## config.mk

```make
export PLATFORM = sky130hd
export DESIGN_NAME = acc_alu_unit
export DESIGN_NICKNAME = d
export VERILOG_FILES = /design/src/rtl/alu_pkg.sv /design/src/rtl/alu_ctrl.sv /design/src/rtl/alu_datapath.sv /design/src/rtl/acc_alu_unit.sv
export SDC_FILE = /design/constraint.sdc
export NUM_CORES = 1
export LEC_CHECK = 0
export BUFFER_PORTS_ARGS = -buffer_cell sky130_fd_sc_hd__buf_4
export CORE_UTILIZATION = 57
export DETAILED_ROUTE_END_ITERATION = 12
export GPL_TIMING_DRIVEN = 0
export PLACE_DENSITY = 0.78
export SLEW_MARGIN = 0
export SYNTH_ARGS = -nofsm -noshare
export SYNTH_HDL_FRONTEND = slang
export SYNTH_SLANG_ARGS = --single-unit
```

## constraint.sdc

```tcl
create_clock -name clk -period 5.06 [get_ports clk]
set_clock_uncertainty 0.1 [all_clocks]
set_input_delay 0.506 -clock clk [delete_from_list [all_inputs] [get_ports clk]]
set_output_delay 0.506 -clock clk [all_outputs]
set_load 0.02 [all_outputs]
```

## src/rtl/alu_pkg.sv

```systemverilog
package alu_pkg;
  localparam int DATA_W   = 8;
  localparam int NIB_W    = DATA_W / 2;
  localparam int SEL_W    = 3;
  localparam int BIT_SIGN = 7;
  localparam int BIT_ZERO = 6;
  localparam int BIT_HALF = 4;
  localparam int BIT_PAR  = 2;
  localparam int BIT_ONE  = 1;
  localparam int BIT_CY   = 0;

  typedef enum logic [SEL_W-1:0] {
    OP_ADD = 3'd0, OP_ADC = 3'd1, OP_SUB = 3'd2, OP_SBB = 3'd3,
    OP_AND = 3'd4, OP_XOR = 3'd5, OP_OR  = 3'd6, OP_CMP = 3'd7
  } aluOpE;

  typedef enum logic [1:0] { LG_AND = 2'd0, LG_XOR = 2'd1, LG_OR = 2'd2 } logicSelE;

  typedef struct packed {
    logic     loadAcc;
    logic     writeAcc;
    logic     writeFlags;
    logic     arith;
    logic     subtract;
    logic     useCarry;
    logicSelE logicSel;
  } ctrlT;
endpackage

```

## src/rtl/alu_ctrl.sv

```systemverilog
module alu_ctrl
  import alu_pkg::*;
(
  input  logic             clk,
  input  logic             rstN,
  input  logic [SEL_W-1:0] opSel,
  input  logic             execStb,
  input  logic             loadStb,
  output ctrlT             ctl
);
  always_comb begin
    ctl = '0;
    if (loadStb) begin
      ctl.loadAcc = 1'b1;
    end else if (execStb) begin
      ctl.writeFlags = 1'b1;
      ctl.writeAcc   = (aluOpE'(opSel) != OP_CMP);
      unique case (aluOpE'(opSel))
        OP_ADD: ctl.arith = 1'b1;
        OP_ADC: begin ctl.arith = 1'b1; ctl.useCarry = 1'b1; end
        OP_SUB: begin ctl.arith = 1'b1; ctl.subtract = 1'b1; end
        OP_SBB: begin ctl.arith = 1'b1; ctl.subtract = 1'b1; ctl.useCarry = 1'b1; end
        OP_AND: ctl.logicSel = LG_AND;
        OP_XOR: ctl.logicSel = LG_XOR;
        OP_OR:  ctl.logicSel = LG_OR;
        OP_CMP: begin ctl.arith = 1'b1; ctl.subtract = 1'b1; end
        default: ctl.logicSel = LG_AND;
      endcase
    end
  end

  AST_LOAD_PRIORITY: assert property (@(posedge clk) disable iff (!rstN)
    loadStb |-> !ctl.writeFlags && !ctl.writeAcc);
  AST_CMP_NO_WRITE: assert property (@(posedge clk) disable iff (!rstN)
    (execStb && !loadStb && opSel == OP_CMP) |-> ctl.writeFlags && !ctl.writeAcc);
endmodule

```

## src/rtl/alu_datapath.sv

```systemverilog
module alu_datapath
  import alu_pkg::*;
(
  input  logic              clk,
  input  logic              rstN,
  input  ctrlT              ctl,
  input  logic [DATA_W-1:0] operand,
  output logic [DATA_W-1:0] accOut,
  output logic [DATA_W-1:0] flagWord
);
  logic [DATA_W-1:0] acc;
  logic signF, zeroF, halfF, parF, cyF;

  logic [DATA_W-1:0] opnd;
  logic              carryIn;
  logic [NIB_W:0]    lowSum;
  logic [DATA_W:0]   fullSum;
  logic [DATA_W-1:0] logicRes;
  logic [DATA_W-1:0] result;
  logic              newCy;
  logic              newHalf;

  // Subtraction runs as addition of the inverted operand; the carry sense inverts.
  assign opnd    = ctl.subtract ? ~operand : operand;
  assign carryIn = ctl.subtract ? ~(ctl.useCarry & cyF) : (ctl.useCarry & cyF);
  assign lowSum  = {1'b0, acc[NIB_W-1:0]} + {1'b0, opnd[NIB_W-1:0]} + {{NIB_W{1'b0}}, carryIn};
  assign fullSum = {1'b0, acc} + {1'b0, opnd} + {{DATA_W{1'b0}}, carryIn};

  always_comb begin
    unique case (ctl.logicSel)
      LG_XOR:  logicRes = acc ^ operand;
      LG_OR:   logicRes = acc | operand;
      default: logicRes = acc & operand;
    endcase
  end

  assign result  = ctl.arith ? fullSum[DATA_W-1:0] : logicRes;
  assign newCy   = ctl.arith & (ctl.subtract ? ~fullSum[DATA_W] : fullSum[DATA_W]);
  assign newHalf = ctl.arith & lowSum[NIB_W];

  always_ff @(posedge clk or negedge rstN) begin
    if (!rstN) begin
      acc   <= '0;
      signF <= 1'b0;
      zeroF <= 1'b0;
      halfF <= 1'b0;
      parF  <= 1'b0;
      cyF   <= 1'b0;
    end else begin
      if (ctl.loadAcc)       acc <= operand;
      else if (ctl.writeAcc) acc <= result;
      if (ctl.writeFlags) begin
        signF <= result[DATA_W-1];
        zeroF <= (result == '0);
        halfF <= newHalf;
        parF  <= ~^result;
        cyF   <= newCy;
      end
    end
  end

  always_comb begin
    flagWord           = '0;
    flagWord[BIT_SIGN] = signF;
    flagWord[BIT_ZERO] = zeroF;
    flagWord[BIT_HALF] = halfF;
    flagWord[BIT_PAR]  = parF;
    flagWord[BIT_ONE]  = 1'b1;
    flagWord[BIT_CY]   = cyF;
  end
  assign accOut = acc;

  AST_ZERO_TRACKS_ACC: assert property (@(posedge clk) disable iff (!rstN)
    (ctl.writeAcc && ctl.writeFlags) |=> flagWord[BIT_ZERO] == (accOut == '0));
  AST_PARITY_TRACKS_ACC: assert property (@(posedge clk) disable iff (!rstN)
    (ctl.writeAcc && ctl.writeFlags) |=> flagWord[BIT_PAR] == ~^accOut);
  AST_SIGN_TRACKS_ACC: assert property (@(posedge clk) disable iff (!rstN)
    (ctl.writeAcc && ctl.writeFlags) |=> flagWord[BIT_SIGN] == accOut[DATA_W-1]);
  AST_LOGIC_CLEARS_CY: assert property (@(posedge clk) disable iff (!rstN)
    (ctl.writeFlags && !ctl.arith) |=> !flagWord[BIT_CY] && !flagWord[BIT_HALF]);
  AST_CMP_HOLDS_ACC: assert property (@(posedge clk) disable iff (!rstN)
    (ctl.writeFlags && !ctl.writeAcc) |=> $stable(accOut));
  AST_LOAD_HOLDS_FLAGS: assert property (@(posedge clk) disable iff (!rstN)
    ctl.loadAcc |=> $stable(flagWord));
  AST_IDLE_HOLDS: assert property (@(posedge clk) disable iff (!rstN)
    (!ctl.loadAcc && !ctl.writeFlags) |=> $stable(accOut) && $stable(flagWord));
endmodule

```

## src/rtl/acc_alu_unit.sv

```systemverilog
module acc_alu_unit
  import alu_pkg::*;
(
  input  logic              clk,
  input  logic              rstN,
  input  logic [SEL_W-1:0]  opSel,
  input  logic [DATA_W-1:0] operand,
  input  logic              execStb,
  input  logic              loadStb,
  output logic [DATA_W-1:0] accOut,
  output logic [DATA_W-1:0] flagWord
);
  ctrlT ctl;

  alu_ctrl uCtrl (
    .clk(clk), .rstN(rstN), .opSel(opSel),
    .execStb(execStb), .loadStb(loadStb), .ctl(ctl)
  );

  alu_datapath uDp (
    .clk(clk), .rstN(rstN), .ctl(ctl), .operand(operand),
    .accOut(accOut), .flagWord(flagWord)
  );
endmodule

```

Word-level counts from Yosys, hierarchy flattened
Cells that the tools add are included.
{"block": "word_totals", "regBits": 13, "inputBits": 15, "out_inout_bits": 16, "wordCells": 49}
{"block": "classes", "n_addsub": 4, "n_eq_ne": 9, "n_mux": 14, "bitwise_logic": 9, "reduce_logical": 7}
{"operator": "2-to-1 mux 8 bit", "n": 4}
{"operator": "case mux 8 bit (2 select lines)", "n": 1}
{"operator": "2-to-1 mux 7 bit", "n": 2}
{"operator": "adder 8 x 8 -> 9 bit", "n": 1}
{"operator": "adder 9 x 1 -> 9 bit", "n": 1}
{"operator": "equality test 3 bit, second input constant", "n": 3}
{"operator": "AND 8 bit", "n": 1}
{"operator": "zero test 8 bit", "n": 1}
{"operator": "NOT 8 bit", "n": 1}
{"operator": "bitwise OR 8 bit", "n": 1}
{"operator": "XNOR reduction 8 bit", "n": 1}
{"operator": "bitwise XOR 8 bit", "n": 1}
{"operator": "equality test 3 x 2 -> 1 bit, second input constant", "n": 2}
{"operator": "2-to-1 mux 1 bit", "n": 6}
{"operator": "adder 4 x 4 -> 5 bit", "n": 1}
{"operator": "adder 5 x 1 -> 5 bit", "n": 1}
{"operator": "OR reduction 5 bit", "n": 1}
{"operator": "case mux 2 bit (2 select lines)", "n": 1}
{"operator": "AND 1 bit", "n": 3}
{"operator": "equality test 3 x 1 -> 1 bit, second input constant", "n": 1}
{"operator": "zero test 3 bit", "n": 1}
{"operator": "inequality test 3 bit, second input constant", "n": 1}
{"operator": "OR reduction 3 bit", "n": 1}
{"operator": "equality test 2 x 1 -> 1 bit, second input constant", "n": 1}
{"operator": "other kinds (4)", "n": 5}

Logic depth before layout (Yosys ltp)
{"block": "depth", "ltp_word": 12, "ltp_mapped": 18}

Cells and area by module
Synthesis repeated with hierarchy kept, for this count alone.
{"block": "unflattened", "cells_unflattened": 226, "area_unflattened_um2": 1854.3}
{"module": "alu_datapath", "instances": 1, "cells_per_inst": 213, "area_each_um2": 1776.7}
{"module": "alu_ctrl", "instances": 1, "cells_per_inst": 13, "area_each_um2": 77.6}

Worst setup path after synthesis
Ideal clock, no wire load.
{"block": "synth_timing", "path_type": "input to register", "start": "input port loadStb", "end": "register uDp.parF", "setup_ns": 0.136, "arrival_time_ns": 3.441, "path_slack_ns": 1.383, "path_stages": 17, "path_cell_list": "buf_6 nand2b_1 buf_4 nor2_4 xnor2_1 fa_1 inv_1 fa_1 nor2b_4 o31a_1 a211oi_2 xnor2_1 a21oi_1 ha_1 xnor2_1 xnor2_1 o21ai_0"}
{"block": "synth_via", "elab_chain_len": 7, "word_cells_on_any_way": 12, "classes_between": "add/sub (2); eq/ne (2); mux (5); bitwise (2); reduce/logical (1)"}
{"item": "from (decl)", "line_no": "acc_alu_unit.sv:9", "source": "input logic loadStb,"}
{"item": "2-to-1 mux 7 bit *", "line_no": "alu_ctrl.sv:13", "source": "if (loadStb) begin"}
{"item": "branches (longest 6 deep; another with adder 8 x 8 -> 9 bit)"}
{"item": "to (signal assigned)", "line_no": "alu_datapath.sv:56", "source": "parF <= ~^result;"}
{"item": "to (decl)", "line_no": "alu_datapath.sv:12", "source": "logic signF, zeroF, halfF, parF, cyF;"}
Mark *: on every way between the ends.
A chain may end at the register's enable or synchronous reset.

Worst setup path in the final report
Ends and elaborated chain as after synthesis.

==> flow_summary_export.csv <==
group,metric,value,unit
drt,drc_errors,2,
clock_network,post-cts-setup-buffers,0,
status,status,"finished with violations",
sta,timing.fmax,0.261,GHz
logic_synthesis,ys_types,44,
setup_path,path_class,"in2reg",
drt,viasPerCell,5.91,
clock_network,cts_hold_buf,1,
global_routing,grt_antenna_before_repair,0,
finish,fillers,243,
setup_path,start_kind,"input pin",
place,place_inst,269,
setup_path,arrival,3.87,ns
logic_synthesis,ys_seq_elements,13,
run,drv_cap,0,
sta,grt_setup_unrepaired,"false",
clock_network,htreeDepth,1,
logic_synthesis,synth-async-reset-ratio,100,%
sta,tightest_slew,0.902,ns
clock_network,cts_buffers,3,
finish,drive_gt1_share,19.3,%
drt,first_pass_iters,8,
min_path,worstHoldPathCells,3,
min_path,hold_end,"uDp.accOut[3]",
clock_network,cts_resized,0,
power,p_per_area,252,mW/mm^2
sta,fin_tns_setup,0,ns
finish,layout_common_cells,"34 x buf_4, 29 x ha_1, 26 x inv_1",
setup_path,worstPathRequired,5.11,ns
finish,layout_commonest_cell,"buf_4",
drt,drt-initial-drc-count,107,
finish,area_growth,15.1,%
global_routing,grt_max_degree,14,
floorplanning,core_area,0.00285,sq mm
logic_synthesis,ys_top_cells_by_area,"ha_1 20%, dfrtp_1 18%, xnor2_1 6.9%",
global_routing,grt_usage,28.8,%
global_routing,grt_first_pass_wirelength,7310,um
power,vdd_drop_max,0.000146,V
place,port_buffers,25,
logic_synthesis,syn-cell-area,0.00177,sq mm
setup_path,reg2reg_slack,1.63,ns
setup_path,r2r-end,"uDp.parF",
logic_synthesis,ys_seq_area_share,18.4,%
sta,slew_violations,0,
clock_network,root_buffer,"clkbuf_4",
place,hpwl,3250,um
sta,fin_crit,3.82,ns
place,gp_congestion,0.883,
floorplanning,num_rows,19,
drt,wl_per_cell,15.9,um
clock_network,path_clk_slew,0.09,ns
floorplanning,die_x,57.7,um
setup_path,crit_path_end_kind,"register",
finish,diodes,0,
logic_synthesis,synth_ff_type,"dfrtp_1",
logic_synthesis,syn_inst,212,
power,leakagePower,1.01,nW
logic_synthesis,synth_top_area_share,20.5,%
finish,multi_input_area,0.00123,sq mm
drt,vias,1618,
logic_synthesis,yosysWarnings,0,
setup_path,reg2regPathDepth,16,
floorplanning,pin_count,31,
floorplanning,dieArea,0.00333,sq mm
min_path,hp-class,"in2reg",
drt,wirelength,4340,um
sta,holdWs,0.368,ns
setup_path,cp-startpoint,"loadStb",
setup_path,rr_startpoint,"uDp.cyF",
clock_network,cts_sinks,13,
status,violations,"design-rule violations",
clock_network,clkLatencyLatePin,0.28,ns
clock_network,clock_path_buffers,2,
finish,nets,290,
global_routing,grt_pass1_vias,1629,
setup_path,cp_max_fo,10,
floorplanning,die_h,57.7,um
finish,fin_cells,274,
sta,finalCritPeriodShare,75.6,%
logic_synthesis,yosys.area.top_type,"ha_1",
logic_synthesis,synth-edff-count,0,
min_path,hp-start,"operand[3]",
sta,slew_headroom,39.9,%
drt,drtAntennaViolNets,0,
sta,setup_viol,0,
clock_network,cts_tree,"built",
logic_synthesis,syn_avg_cell_area,8.35,sq um
global_routing,grt.overflow.total,0,
sta,hold_viol,0,
finish,layout.area.seq,325,sq um
floorplanning,start_util,62.1,%
[state kept, by name, indices dropped and copies added, names as in the netlist]
name,cells
uDp.halfF,1
uDp.signF,1
uDp.accOut,8
uDp.zeroF,1
uDp.cyF,1
uDp.parF,1
[through the flow]
step           cell area (sq um)  utilization (%)  setup slack [ns]  power (mW)
3_5_place_dp                2000             70.1              1.03       0.443
2_1_floorplan               1770                -              1.38       0.359
3_3_place_gp                2000             70.1              1.07       0.432
6_report                    2040             71.4              1.24       0.513
5_1_grt                     2040             71.4              1.02       0.553
4_1_cts                     2040             71.4              1.28       0.513
[cell families (layout without fill, tap and decap cells)]
group	after synthesis	after routing	share of synthesized area (%)
xor gates and xnor gates	17	17	8.41
buffers and inverters	42	72	12.2
other	2	3	0.424
AOI/OAI and AO/OA	58	58	23.0
and+or+nand+nor	47	47	13.7
muxes	2	2	1.20
DFF	13	13	18.4
adders and majority gates	31	31	22.8
[worst max path at each step]
stage,slack [ns],endpoint
3_5_place_dp,1.03,uDp.parF
3_3_place_gp,1.07,uDp.parF
6_report,1.24,uDp.parF
5_1_grt,1.02,uDp.parF
4_1_cts,1.28,uDp.parF
2_1_floorplan,1.38,uDp.parF
[layout make-up]
class | instances | share of cell area [%]
Timing Repair Buffer | 26 | 9.71
Inverter | 26 | 4.79
Tap cell | 31 | 1.90
Buffer | 16 | 5.77
Clock buffer | 4 | 1.29
Multi-Input combinational cell | 158 | 60.6
Sequential cell | 13 | 16.0
[cell usage after synthesis, drive strengths merged (4+ instances only)]
master / n
buf: 13
nor2b: 5
nor2: 8
nor3: 5
nand2: 15
ha: 29
inv: 26
a21oi: 17
a221o: 4
xnor2: 14
nand2b: 7
a22oi: 6
o21ai: 10
dfrtp: 13
[critical path: stages]
cell and delay (ns):
buf_6 0.13, nand2b_1 0.14, buf_4 0.17, nor2_4 0.33, xnor2_1 0.15, fa_1 0.47
inv_1 0.10, fa_1 0.25, nor2b_4 0.05, o31a_1 0.28, a211oi_2 0.24, xnor2_1 0.19
a21oi_1 0.12, ha_1 0.29, xnor2_1 0.21, xnor2_1 0.14, o21ai_0 0.09
[metal layers]
layer | track usage (%) | vias to the layer above | part of all wire (%)
met4 | 12.6 | 0 | 1.7
li1 | - | 786 | -
met3 | 2.46 | 10 | 7.3
met2 | 50.3 | 56 | 48
met1 | 36.6 | 766 | 43
met5 | 0 | - | 0
[where the power goes]
part	internal [mW]	switching [mW]	total, mW
clock	0.0306	0.0380	0.0686
combinational	0.144	0.158	0.302
sequential	0.123	0.0192	0.143
No activity file was read; power rests on OpenSTA's default activity.
